File: src/rtl/dwr_pkg.sv
package dwr_pkg;

  // Terms that must all be true for the bus to be held
  typedef struct packed {
    logic acc;
    logic arm;
    logic drq;
    logic intrq;
    logic motor;
  } stall_terms_t;

  function automatic logic stall_now(input stall_terms_t t);
    return t.acc & t.arm & ~t.drq & ~t.intrq & t.motor;
  endfunction

endpackage

File: src/rtl/dwr_ctl_regs.sv
module dwr_ctl_regs (
  input  logic clk,
  input  logic rst,
  input  logic wait_arm,
  input  logic motor_trig,
  output logic arm_q,
  output logic trig_rise
);

  logic trig_q;

  always_ff @(posedge clk) begin
    if (rst) begin
      arm_q  <= 1'b0;
      trig_q <= 1'b0;
    end else begin
      arm_q  <= wait_arm;
      trig_q <= motor_trig;
    end
  end

  assign trig_rise = motor_trig & ~trig_q & ~rst;

endmodule

File: src/rtl/dwr_motor_mono.sv
module dwr_motor_mono #(
  parameter int unsigned MOTOR_CYCLES = 211_500_000
) (
  input  logic clk,
  input  logic rst,
  input  logic start,
  output logic motor_en,
  output logic motor_nxt
);

  localparam int unsigned CW = (MOTOR_CYCLES < 2) ? 1 : $clog2(MOTOR_CYCLES);
  localparam logic [CW-1:0] RELOAD = CW'(MOTOR_CYCLES - 1);

  logic [CW-1:0] cnt, cnt_nxt;
  logic          en_nxt;

  always_comb begin
    en_nxt  = motor_en;
    cnt_nxt = cnt;
    if (start) begin
      en_nxt  = 1'b1;
      cnt_nxt = RELOAD;
    end else if (motor_en) begin
      if (cnt != '0) cnt_nxt = cnt - 1'b1;
      else           en_nxt  = 1'b0;
    end
  end

  always_ff @(posedge clk) begin
    if (rst) begin
      motor_en <= 1'b0;
      cnt      <= '0;
    end else begin
      motor_en <= en_nxt;
      cnt      <= cnt_nxt;
    end
  end

  assign motor_nxt = en_nxt & ~rst;

endmodule

File: src/rtl/dwr_ready_reg.sv
module dwr_ready_reg
  import dwr_pkg::*;
#(
  parameter bit KEY_ODD_BYTE = 1'b1
) (
  input  logic clk,
  input  logic rst,
  input  logic acc_even,
  input  logic acc_odd,
  input  logic arm_q,
  input  logic drq,
  input  logic intrq,
  input  logic motor_nxt,
  output logic ready
);

  stall_terms_t terms;
  logic         acc_sel;

  assign acc_sel = KEY_ODD_BYTE ? acc_odd : acc_even;

  always_comb begin
    terms.acc   = acc_sel;
    terms.arm   = arm_q;
    terms.drq   = drq;
    terms.intrq = intrq;
    terms.motor = motor_nxt;
  end

  always_ff @(posedge clk) begin
    if (rst) ready <= 1'b1;
    else     ready <= ~stall_now(terms);
  end

endmodule

File: src/rtl/disk_wait_ready.sv
module disk_wait_ready #(
  parameter int unsigned MOTOR_CYCLES = 211_500_000,
  parameter bit          KEY_ODD_BYTE = 1'b1
) (
  input  logic clk,
  input  logic rst,
  input  logic acc_even,
  input  logic acc_odd,
  input  logic wait_arm,
  input  logic motor_trig,
  input  logic drq,
  input  logic intrq,
  output logic ready,
  output logic motor_en
);

  logic arm_q;
  logic trig_rise;
  logic motor_nxt;

  dwr_ctl_regs u_ctl (
    .clk        (clk),
    .rst        (rst),
    .wait_arm   (wait_arm),
    .motor_trig (motor_trig),
    .arm_q      (arm_q),
    .trig_rise  (trig_rise)
  );

  dwr_motor_mono #(.MOTOR_CYCLES(MOTOR_CYCLES)) u_mono (
    .clk       (clk),
    .rst       (rst),
    .start     (trig_rise),
    .motor_en  (motor_en),
    .motor_nxt (motor_nxt)
  );

  dwr_ready_reg #(.KEY_ODD_BYTE(KEY_ODD_BYTE)) u_rdy (
    .clk       (clk),
    .rst       (rst),
    .acc_even  (acc_even),
    .acc_odd   (acc_odd),
    .arm_q     (arm_q),
    .drq       (drq),
    .intrq     (intrq),
    .motor_nxt (motor_nxt),
    .ready     (ready)
  );

endmodule

File: config.mk
export PLATFORM = sky130hd
export DESIGN_NAME = disk_wait_ready
export DESIGN_NICKNAME = d
export VERILOG_FILES = /design/src/rtl/dwr_pkg.sv /design/src/rtl/dwr_ctl_regs.sv /design/src/rtl/dwr_motor_mono.sv /design/src/rtl/dwr_ready_reg.sv /design/src/rtl/disk_wait_ready.sv
export SDC_FILE = /design/constraint.sdc
export NUM_CORES = 1
export LEC_CHECK = 0
export ABC_CLOCK_PERIOD_IN_PS = 2700
export BUFFER_PORTS_ARGS = -buffer_cell sky130_fd_sc_hd__buf_2
export CAP_MARGIN = 40
export CORE_MARGIN = 5
export CORE_UTILIZATION = 55
export DETAILED_ROUTE_END_ITERATION = 8
export MAX_ROUTING_LAYER = met4
export PLACE_DENSITY_LB_ADDON = 0.1
export SETUP_SLACK_MARGIN = 0.5
export SYNTH_ARGS = -nofsm -noshare
export SYNTH_HDL_FRONTEND = slang
export SYNTH_SLANG_ARGS = --single-unit
File: constraint.sdc
create_clock -name clk -period 2.7 [get_ports clk]
set_input_delay 0.135 -clock clk [delete_from_list [all_inputs] [get_ports clk]]
set_output_delay 0.135 -clock clk [all_outputs]
set_load 0.1 [all_outputs]
==> results of run 1 <==
[cells in the mapped netlist]
cell type	number
a21oi_1	14
a311oi_1	1
a31oi_1	12
and4_1	1
buf_1	2
buf_2	3
buf_4	1
buf_6	2
clkbuf_1	4
dfxtp_1	32
ha_1	1
inv_1	3
nand2_1	3
nand2b_1	3
nand3b_1	1
nand4_1	2
nor2_1	7
nor2b_1	2
nor3_1	2
nor4_4	1
nor4b_1	1
o2111ai_2	1
o211ai_1	1
o21ai_0	8
o21ai_1	1
o311ai_1	1
o311ai_4	1
o31ai_1	10
o31ai_2	1
o31ai_4	1
o41ai_1	2
or2_2	4
or3_1	16
or3b_2	1
or4_1	14
or4_4	1
xnor2_1	3
xor2_1	5
[timing repair]
item                                    CTS  global route
gates resized for setup                   6             9
pin swaps                                16             7
hold endpoints to repair                  1             1
endpoints found under the setup margin   27            26
hold buffers                              1             2
buffers inserted                         12             6
[cell families after synthesis]
kind of cell    Yosys count  share of synthesized area, %
flops                    32                         40.73
compound gates           54                         24.34
xor+xnor                  8                         4.455
buf+inv                  15                         5.012
simple gates             59                         24.66
fa+ha+maj                 1                        0.7954
[where the power goes]
group | switching (uW) | internal, uW
combinational | 111 | 102
sequential | 30.5 | 503
clock | 158 | 246
total | 299 | 851
[flip-flops by register name, summed over array words and instances, names as in the netlist]
register	count
u_mono.cnt	28
u_ctl.arm_q	1
u_ctl.trig_q	1
u_mono.motor_en	1
u_rdy.ready	1
[routing by layer]
metal  part of all wire (%)  up-vias
li1                       -      711
met1                     45      688
met2                     50       31
met3                    4.2        2
met4                   0.77        0
met5                      0        -
[worst paths after layout]
kind / start / end / slack [ps] / cells past startpoint
setup / recovery: u_mono.cnt[12]$_SDFFE_PP0P_ / u_mono.cnt[21]$_SDFFE_PP0P_ / 390 / 7
hold / removal: wait_arm / u_ctl.arm_q$_SDFF_PP0_ / 30 / 2
setup reg to reg: u_mono.cnt[12]$_SDFFE_PP0P_ / u_mono.cnt[21]$_SDFFE_PP0P_ / 390 / 7
hold reg to reg: u_ctl.arm_q$_SDFF_PP0_ / u_rdy.ready$_SDFF_PP1_ / 390 / 1
[per-stage QoR]
step           util (%)  worst slack (ps)  std cells  hold WS, ps
2_1_floorplan         -             505.3        169        206.6
3_3_place_gp      59.62             259.6        198        329.2
4_1_cts           68.42             404.0        219        4.507
5_1_grt           72.23             315.8        227        19.33
6_report          72.23             386.1        227        29.10
3_5_place_dp      59.62             128.2        198        334.3
[final cells by class]
cell class	count	share of cell area [%]
Multi-Input combinational cell	122	47.74
Sequential cell	32	32.66
Timing Repair Buffer	31	12.31
Clock buffer	7	3.266
Tap cell	31	1.947
Clock inverter	1	1.508
Inverter	3	0.5653
==> flow_summary.yaml, run 1 <==
power_and_ir_drop:
  ir_drop_mv: 0.5062
  p_leak_uw: 0.0006821
  power_density_nw_per_um2: 577.5
  finalPower_uw: 1150
global_routing:
  antenna_found_initial: 0
  grt_pass1_wl_um: 5568
  grt_pass1_vias: 1291
  overflow: 0
  grt_util_all_layers_pct: 17.29
  use_met3_pct: 5.506
  grt.busiest_layer: "met2"
  grt_use_met1_pct: 19.80
  grt_max_degree: 24
  grtUsageMet2_pct: 27.28
floorplanning:
  initial_utilization_pct: 57.03
  dieArea_um2: 4029
  fp.dieH_um: 63.48
  core_um2: 2758
  fp-row-count: 19
  io_pins: 10
  die_w_um: 63.48
cts:
  cts_buffer_depth: 2
  clk_latency_ps: 310
  clock_sinks: 32
  tritoncts: "done"
  htreeDepth: 2
  clk_pin_slew_worst_paths_ps: 100
  cts_inserted_buffers: 5
  cts-root-buf: "clkbuf_4"
sta:
  fin_skew_ps: 7.565
  setup_tns_ps: 0
  worst_pin_slew_ps: 616.1
  drv_slew: 0
  final-hold-violation-count: 0
  fmax_mhz: 432.2
  rsz0062_at_grt: "yes"
  slew_headroom_pct: 58.82
  finalCritPeriodShare_pct: 85.70
  min_period_ps: 2314
  finalSetupViolations: 0
worst_hold_path:
  hold_class: "in2reg"
layout:
  area_growth_pct: 26.65
  final_common_cell: "dfxtp_1"
  regArea_um2: 650.6
  insertedDiodeCount: 0
  most-common-layout-cells: "dfxtp_1, buf_4, or3_1, a21oi_1, a31oi_1"
  fill_cells: 206
  design_area_um2: 1992
  multi_input_area_um2: 950.9
  layout-drive-gt1-share_pct: 36.22
  finalNetCount: 204
setup_path:
  critPathArrivalTime_ps: 2560
  crit_type: "reg2reg"
  cpPeakStageDelay_ps: 560
  cp-end-kind: "flip-flop"
  cp_slowest_cell: "or4_4"
  cp_cell_sequence: "or4_4 > nor4_4 > buf_4 > o2111ai_4 > buf_12 > or4_1 > a21oi_1"
  cp-start-kind: "flip-flop"
  critPathBufInv: 2
  required_ps: 2950
  worstPathMaxFanout: 9
  crit_family: "simple AND/OR/NAND/NOR gates"
yosys:
  netlist_area_um2: 1573
  yosysWarnings: 0
  synth_nets: 178
  syn-instance-count: 169
  synth_area_leaders: "dfxtp_1, or4_1, or3_1"
  syn_area_per_cell_um2: 9.306
  synth_area_leader_cell: "dfxtp_1"
  yosysSeqAreaShare_pct: 40.73
  synth_cell_types: 38
  ys_ff_latch: 32
  synth.top_cell.area_share_pct: 40.73
placement:
  hpwlAfterDp_um: 2113
  port_buffers: 8
  place_congestion: 0.8413
  place_area_um2: 1644
routing:
  ant_nets: 0
  drc: 0
  avgViaCountPerCell: 6.308
  wl_um: 3396
  drtIter0Drc: 87
  wl_per_cell_um: 14.96
  num_vias: 1432
  dr.pass1.iters: 4
outcome:
  outcome: "complete, no violations"
job:
  cap_viol_max_count: 0
(Power assumes the default switching activity.)
==> inputs of run 2 (changes only) <==
--- a/config.mk
+++ b/config.mk
@@ -5,7 +5,7 @@
 export SDC_FILE = /design/constraint.sdc
 export NUM_CORES = 1
 export LEC_CHECK = 0
-export ABC_CLOCK_PERIOD_IN_PS = 2700
+export ABC_CLOCK_PERIOD_IN_PS = 2550
 export BUFFER_PORTS_ARGS = -buffer_cell sky130_fd_sc_hd__buf_2
 export CAP_MARGIN = 40
 export CORE_MARGIN = 5
==> constraint.sdc (replaced) <==
create_clock -name clk -period 2.55 [get_ports clk]
set_input_delay 0.1275 -clock clk [delete_from_list [all_inputs] [get_ports clk]]
set_output_delay 0.1275 -clock clk [all_outputs]
set_load 0.1 [all_outputs]
==> run 2 against run 1 <==
Effect of this change:
- via count rose by 5.7%
- fmax fell by 1.3%
- clock skew fell by 2.9 ps
- setup slack got worse by 180 ps
- power fell by 2.4%
- sequential cell count did not move
- clock power fell by 26%
- global-route usage rose by 1.7 points
- register-to-register slack got worse by 180 ps
- combinational power rose by 22%
- largest cell class unchanged
==> flow_summary.yaml, run 2 (synthesis results as in run 1) <==
worst_hold_path:
  hold_class: "in2reg"
setup_path:
  worstPathMaxFanout: 6
  crit_family: "simple AND/OR/NAND/NOR gates"
  cpPeakStageDelay_ps: 580
  required_ps: 2760
  cp-start-kind: "flip-flop"
  critPathBufInv: 2
  crit_type: "reg2reg"
  critPathArrivalTime_ps: 2550
  cp-end-kind: "flip-flop"
  cp_cell_sequence: "or4_4 > or4_4 > o31ai_4 > buf_4 > buf_12 > xor2_1 > a21oi_1"
  path_common_cell: "or4_4"
  cp_slowest_cell: "or4_4"
sta:
  fin_skew_ps: 4.658
  worst_pin_slew_ps: 658.4
  fmax_mhz: 426.5
  finalCritPeriodShare_pct: 91.94
  drv_slew: 0
  slew_headroom_pct: 55.99
  min_period_ps: 2344
  rsz0062_at_grt: "yes"
  finalSetupViolations: 0
  final-hold-violation-count: 0
  setup_tns_ps: 0
  setup_slack_ps: 205.6
floorplanning:
  fp-row-count: 19
  initial_utilization_pct: 57.03
  dieArea_um2: 4029
  io_pins: 10
  fp.dieH_um: 63.48
  core_um2: 2758
  die_w_um: 63.48
power_and_ir_drop:
  ir_drop_mv: 0.4712
  p_leak_uw: 0.0007300
  power_density_nw_per_um2: 535.8
routing:
  num_vias: 1514
  drtIter0Drc: 98
  ant_nets: 0
  dr.pass1.iters: 5
  drc: 0
  avgViaCountPerCell: 6.335
  wl_um: 3943
  wl_per_cell_um: 16.50
layout:
  final_common_cell: "buf_4"
  fill_cells: 189
  most-common-layout-cells: "buf_4, dfxtp_1, or3_1, a21oi_1"
  largest_register_ffs: 28
  layout-drive-gt1-share_pct: 40.87
  insertedDiodeCount: 0
  area_growth_pct: 33.25
  finalNetCount: 216
  largest_register: "u_mono.cnt"
cts:
  clk_latency_ps: 330
  cts_buffer_depth: 2
  cts-root-buf: "clkbuf_4"
  tritoncts: "done"
  cts_inserted_buffers: 5
  clock_sinks: 32
  clk_pin_slew_worst_paths_ps: 90
  htreeDepth: 2
global_routing:
  antenna_found_initial: 0
  overflow: 0
  grt_max_degree: 24
  grt_util_all_layers_pct: 18.99
  grt_pass1_vias: 1369
  grt_pass1_wl_um: 6037
placement:
  place_congestion: 0.8210
  port_buffers: 8
  hpwlAfterDp_um: 2185
  dp_slack_ps: 180.3
outcome:
  outcome: "complete, no violations"
job:
  cap_viol_max_count: 0
[run 2: path summary, 6_finish.rpt]
path	from	endpoint	slack, ps	cells past startpoint
max	u_mono.cnt[4]$_SDFFE_PP0P_	u_mono.cnt[3]$_SDFFE_PP0P_	210	7
min	motor_trig	u_ctl.trig_q$_SDFF_PP0_	30	2
max reg2reg	u_mono.cnt[4]$_SDFFE_PP0P_	u_mono.cnt[3]$_SDFFE_PP0P_	210	7
min reg2reg	u_ctl.arm_q$_SDFF_PP0_	u_rdy.ready$_SDFF_PP1_	420	1
[run 2: layer usage]
layer  up-vias  GRT usage [%]  routed length (um)
li1        726              -                   -
met1       742          22.12                1690
met2        37          30.71                2048
met3         9          6.750                 142
met4         0          5.455                  62
met5         -              -                   0
[run 2: power by group]
group          total, uW  leakage (uW)  switching, uW  internal [uW]
logic                259      0.000429            130            129
registers            564      0.000268           31.5            533
clock network        299     0.0000326            164            136
[run 2: timing repair]
item                                    CTS  global route
hold endpoints to repair                  2             1
cloned                                    1             1
endpoints found under the setup margin   29            30
buffers inserted                         15             9
hold buffers                              2             2
pin swaps                                17            20
resized for setup                        15            19
[run 2: area by class of cell]
| class | count | area, um2 | share of cell area [%] |
|---|---|---|---|
| sequential | 32 | 659.4 | 31.46 |
| tap | 31 | 38.79 | 1.851 |
| timing repair buffer | 43 | 371.6 | 17.73 |
| clock buffer | 8 | 58.81 | 2.806 |
| inverter | 3 | 11.26 | 0.5373 |
| multi-input combinational | 122 | 955.9 | 45.61 |
[run 2: stage by stage]
step	power [uW]	util (%)	hold WS, ps	area, um2	std cells
after floorplan	723.0	-	199.1	1640	169
after global placement	744.2	60.57	321.4	1670	201
after detailed placement	753.2	60.57	343.7	1670	201
after CTS	1094	70.74	4.006	1951	227
after global routing	1187	76.00	22.85	2096	239
final	1123	76.00	27.04	2096	239
==> inputs of run 3 (changes only) <==
--- a/config.mk
+++ b/config.mk
@@ -8,6 +8,7 @@
 export ABC_CLOCK_PERIOD_IN_PS = 2550
 export BUFFER_PORTS_ARGS = -buffer_cell sky130_fd_sc_hd__buf_2
 export CAP_MARGIN = 40
+export CORE_ASPECT_RATIO = 0.6
 export CORE_MARGIN = 5
 export CORE_UTILIZATION = 55
 export DETAILED_ROUTE_END_ITERATION = 8
==> run 3 against run 2 <==
Effect of this change:
- setup slack improved by 52 ps
- critical path depth shrank 1
- non-clock buffer count down 17
- count of clock-buffer cells in the layout down 3
- highest routed layer unchanged
==> flow_summary.yaml, run 3 (synthesis results as in run 1) <==
setup_path:
  worstPathMaxFanout: 11
  critPathArrivalTime_ps: 2440
  cp-start-kind: "flip-flop"
  reg2reg_setup_slack_ps: 260
  required_ps: 2690
  crit_type: "reg2reg"
  cp-end-kind: "flip-flop"
routing:
  dr.pass1.iters: 5
  wl_um: 3979
  ant_nets: 0
  drtIter0Drc: 103
  wl_per_cell_um: 17.76
  drc: 0
  avgViaCountPerCell: 6.509
  num_vias: 1458
global_routing:
  grt_use_met1_pct: 27.48
  grt.busiest_layer: "met2"
  use_met3_pct: 6.514
  grt_pass1_vias: 1366
  grtUsageMet2_pct: 32.40
  grt_util_all_layers_pct: 21.66
  grt_max_degree: 24
  grt_pass1_wl_um: 6499
  overflow: 0
  antenna_found_initial: 0
layout:
  largest_register_ffs: 28
  finalNetCount: 201
  design_area_um2: 1981
  area_growth_pct: 25.93
  largest_register: "u_mono.cnt"
  layout-drive-gt1-share_pct: 36.84
  insertedDiodeCount: 0
  fill_cells: 205
  most-common-layout-cells: "dfxtp_1, or3_1, a21oi_1, a31oi_1, buf_4"
  final_common_cell: "dfxtp_1"
power_and_ir_drop:
  finalPower_uw: 1146
  ir_drop_mv: 0.3623
  p_int_uw: 808.1
  p_leak_uw: 0.0006525
  seq_power_share_pct: 49.3
  netSwitchingFraction_pct: 29.46
  pwr-share-clk_pct: 30.8
  power_frac_comb_pct: 19.9
  power.switching_uw: 337.4
  power_density_nw_per_um2: 578.3
cts:
  tritoncts: "done"
  cts_buffer_depth: 2
  clk_pin_slew_worst_paths_ps: 60
  clock_sinks: 32
  clk_latency_ps: 280
  hold_buffers: 0
  cts_inserted_buffers: 5
  cts-root-buf: "clkbuf_8"
  htreeDepth: 2
floorplanning:
  io_pins: 10
  dieArea_um2: 4064
  die_w_um: 79.04
  initial_utilization_pct: 56.24
  fp.dieH_um: 51.42
  fp-row-count: 15
  core_um2: 2796
sta:
  slew_headroom_pct: 43.43
  setup_slack_ps: 257.3
  min_period_ps: 2293
  finalSetupViolations: 0
  rsz0062_at_grt: "yes"
  setup_tns_ps: 0
  fin_skew_ps: 7.719
  drv_slew: 0
  final-hold-violation-count: 0
  finalCritPeriodShare_pct: 89.91
  worst_pin_slew_ps: 846.3
  fmax_mhz: 436.2
placement:
  hpwlAfterDp_um: 2303
  place_congestion: 0.7970
  dp_slack_ps: 165.2
  port_buffers: 8
  place_area_um2: 1667
job:
  cap_viol_max_count: 0
outcome:
  outcome: "complete, no violations"
worst_hold_path:
  hold_class: "in2reg"
## run 3: routing by layer
metal  wire (um)  share of wire, %
met1        1909                48
met2        1747                44
met3         244               6.1
met4          76               1.9
met5           0                 0
## run 3: final timing paths
kind | startpoint | end | depth (start not counted)
min | acc_odd | u_rdy.ready$_SDFF_PP1_ | 2
min reg2reg | u_ctl.arm_q$_SDFF_PP0_ | u_rdy.ready$_SDFF_PP1_ | 1
max | u_mono.cnt[19]$_SDFFE_PP0P_ | u_mono.cnt[3]$_SDFFE_PP0P_ | 6
max reg2reg | u_mono.cnt[19]$_SDFFE_PP0P_ | u_mono.cnt[3]$_SDFFE_PP0P_ | 6
## run 3: power groups by stage
stage	Combinational, uW	Sequential (uW)	Clock (uW)
floorplan	148	575	0
global placement	175	572	0
detailed placement	182	573	0
CTS	217	563	349
global route	248	569	377
finish	228	565	352
## run 3: what timing repair did
item	CTS	global route
setup buffers	10	3
gates cloned	2	1
pin swaps	15	18
endpoints found under the setup margin	29	30
resized for setup	12	19
hold endpoints to repair	0	0
## run 3: cell type report
class	instances	area [um2]	share of cell area [%]
Multi-Input combinational cell	124	998.5	50.41
Tap cell	34	42.54	2.148
Sequential cell	32	653.1	32.98
Inverter	3	11.26	0.5685
Clock buffer	5	68.82	3.474
Timing Repair Buffer	26	206.4	10.42
## run 3: per-stage QoR
stage / utilization, % / hold WS, ps / std cells
after floorplan: - / 199.1 / 169
after global placement: 59.60 / 322.1 / 203
after detailed placement: 59.60 / 327.1 / 203
after CTS: 68.05 / 36.44 / 220
after global routing: 70.83 / 56.08 / 224
final: 70.83 / 35.40 / 224
## run 3: critical path, cell delays in order, from the launching register on
cell and delay, ps:
dfxtp_1 310, or4_4 570, or4_4 610, o31ai_4 270
buf_12 160, xor2_1 150, a21oi_1 80
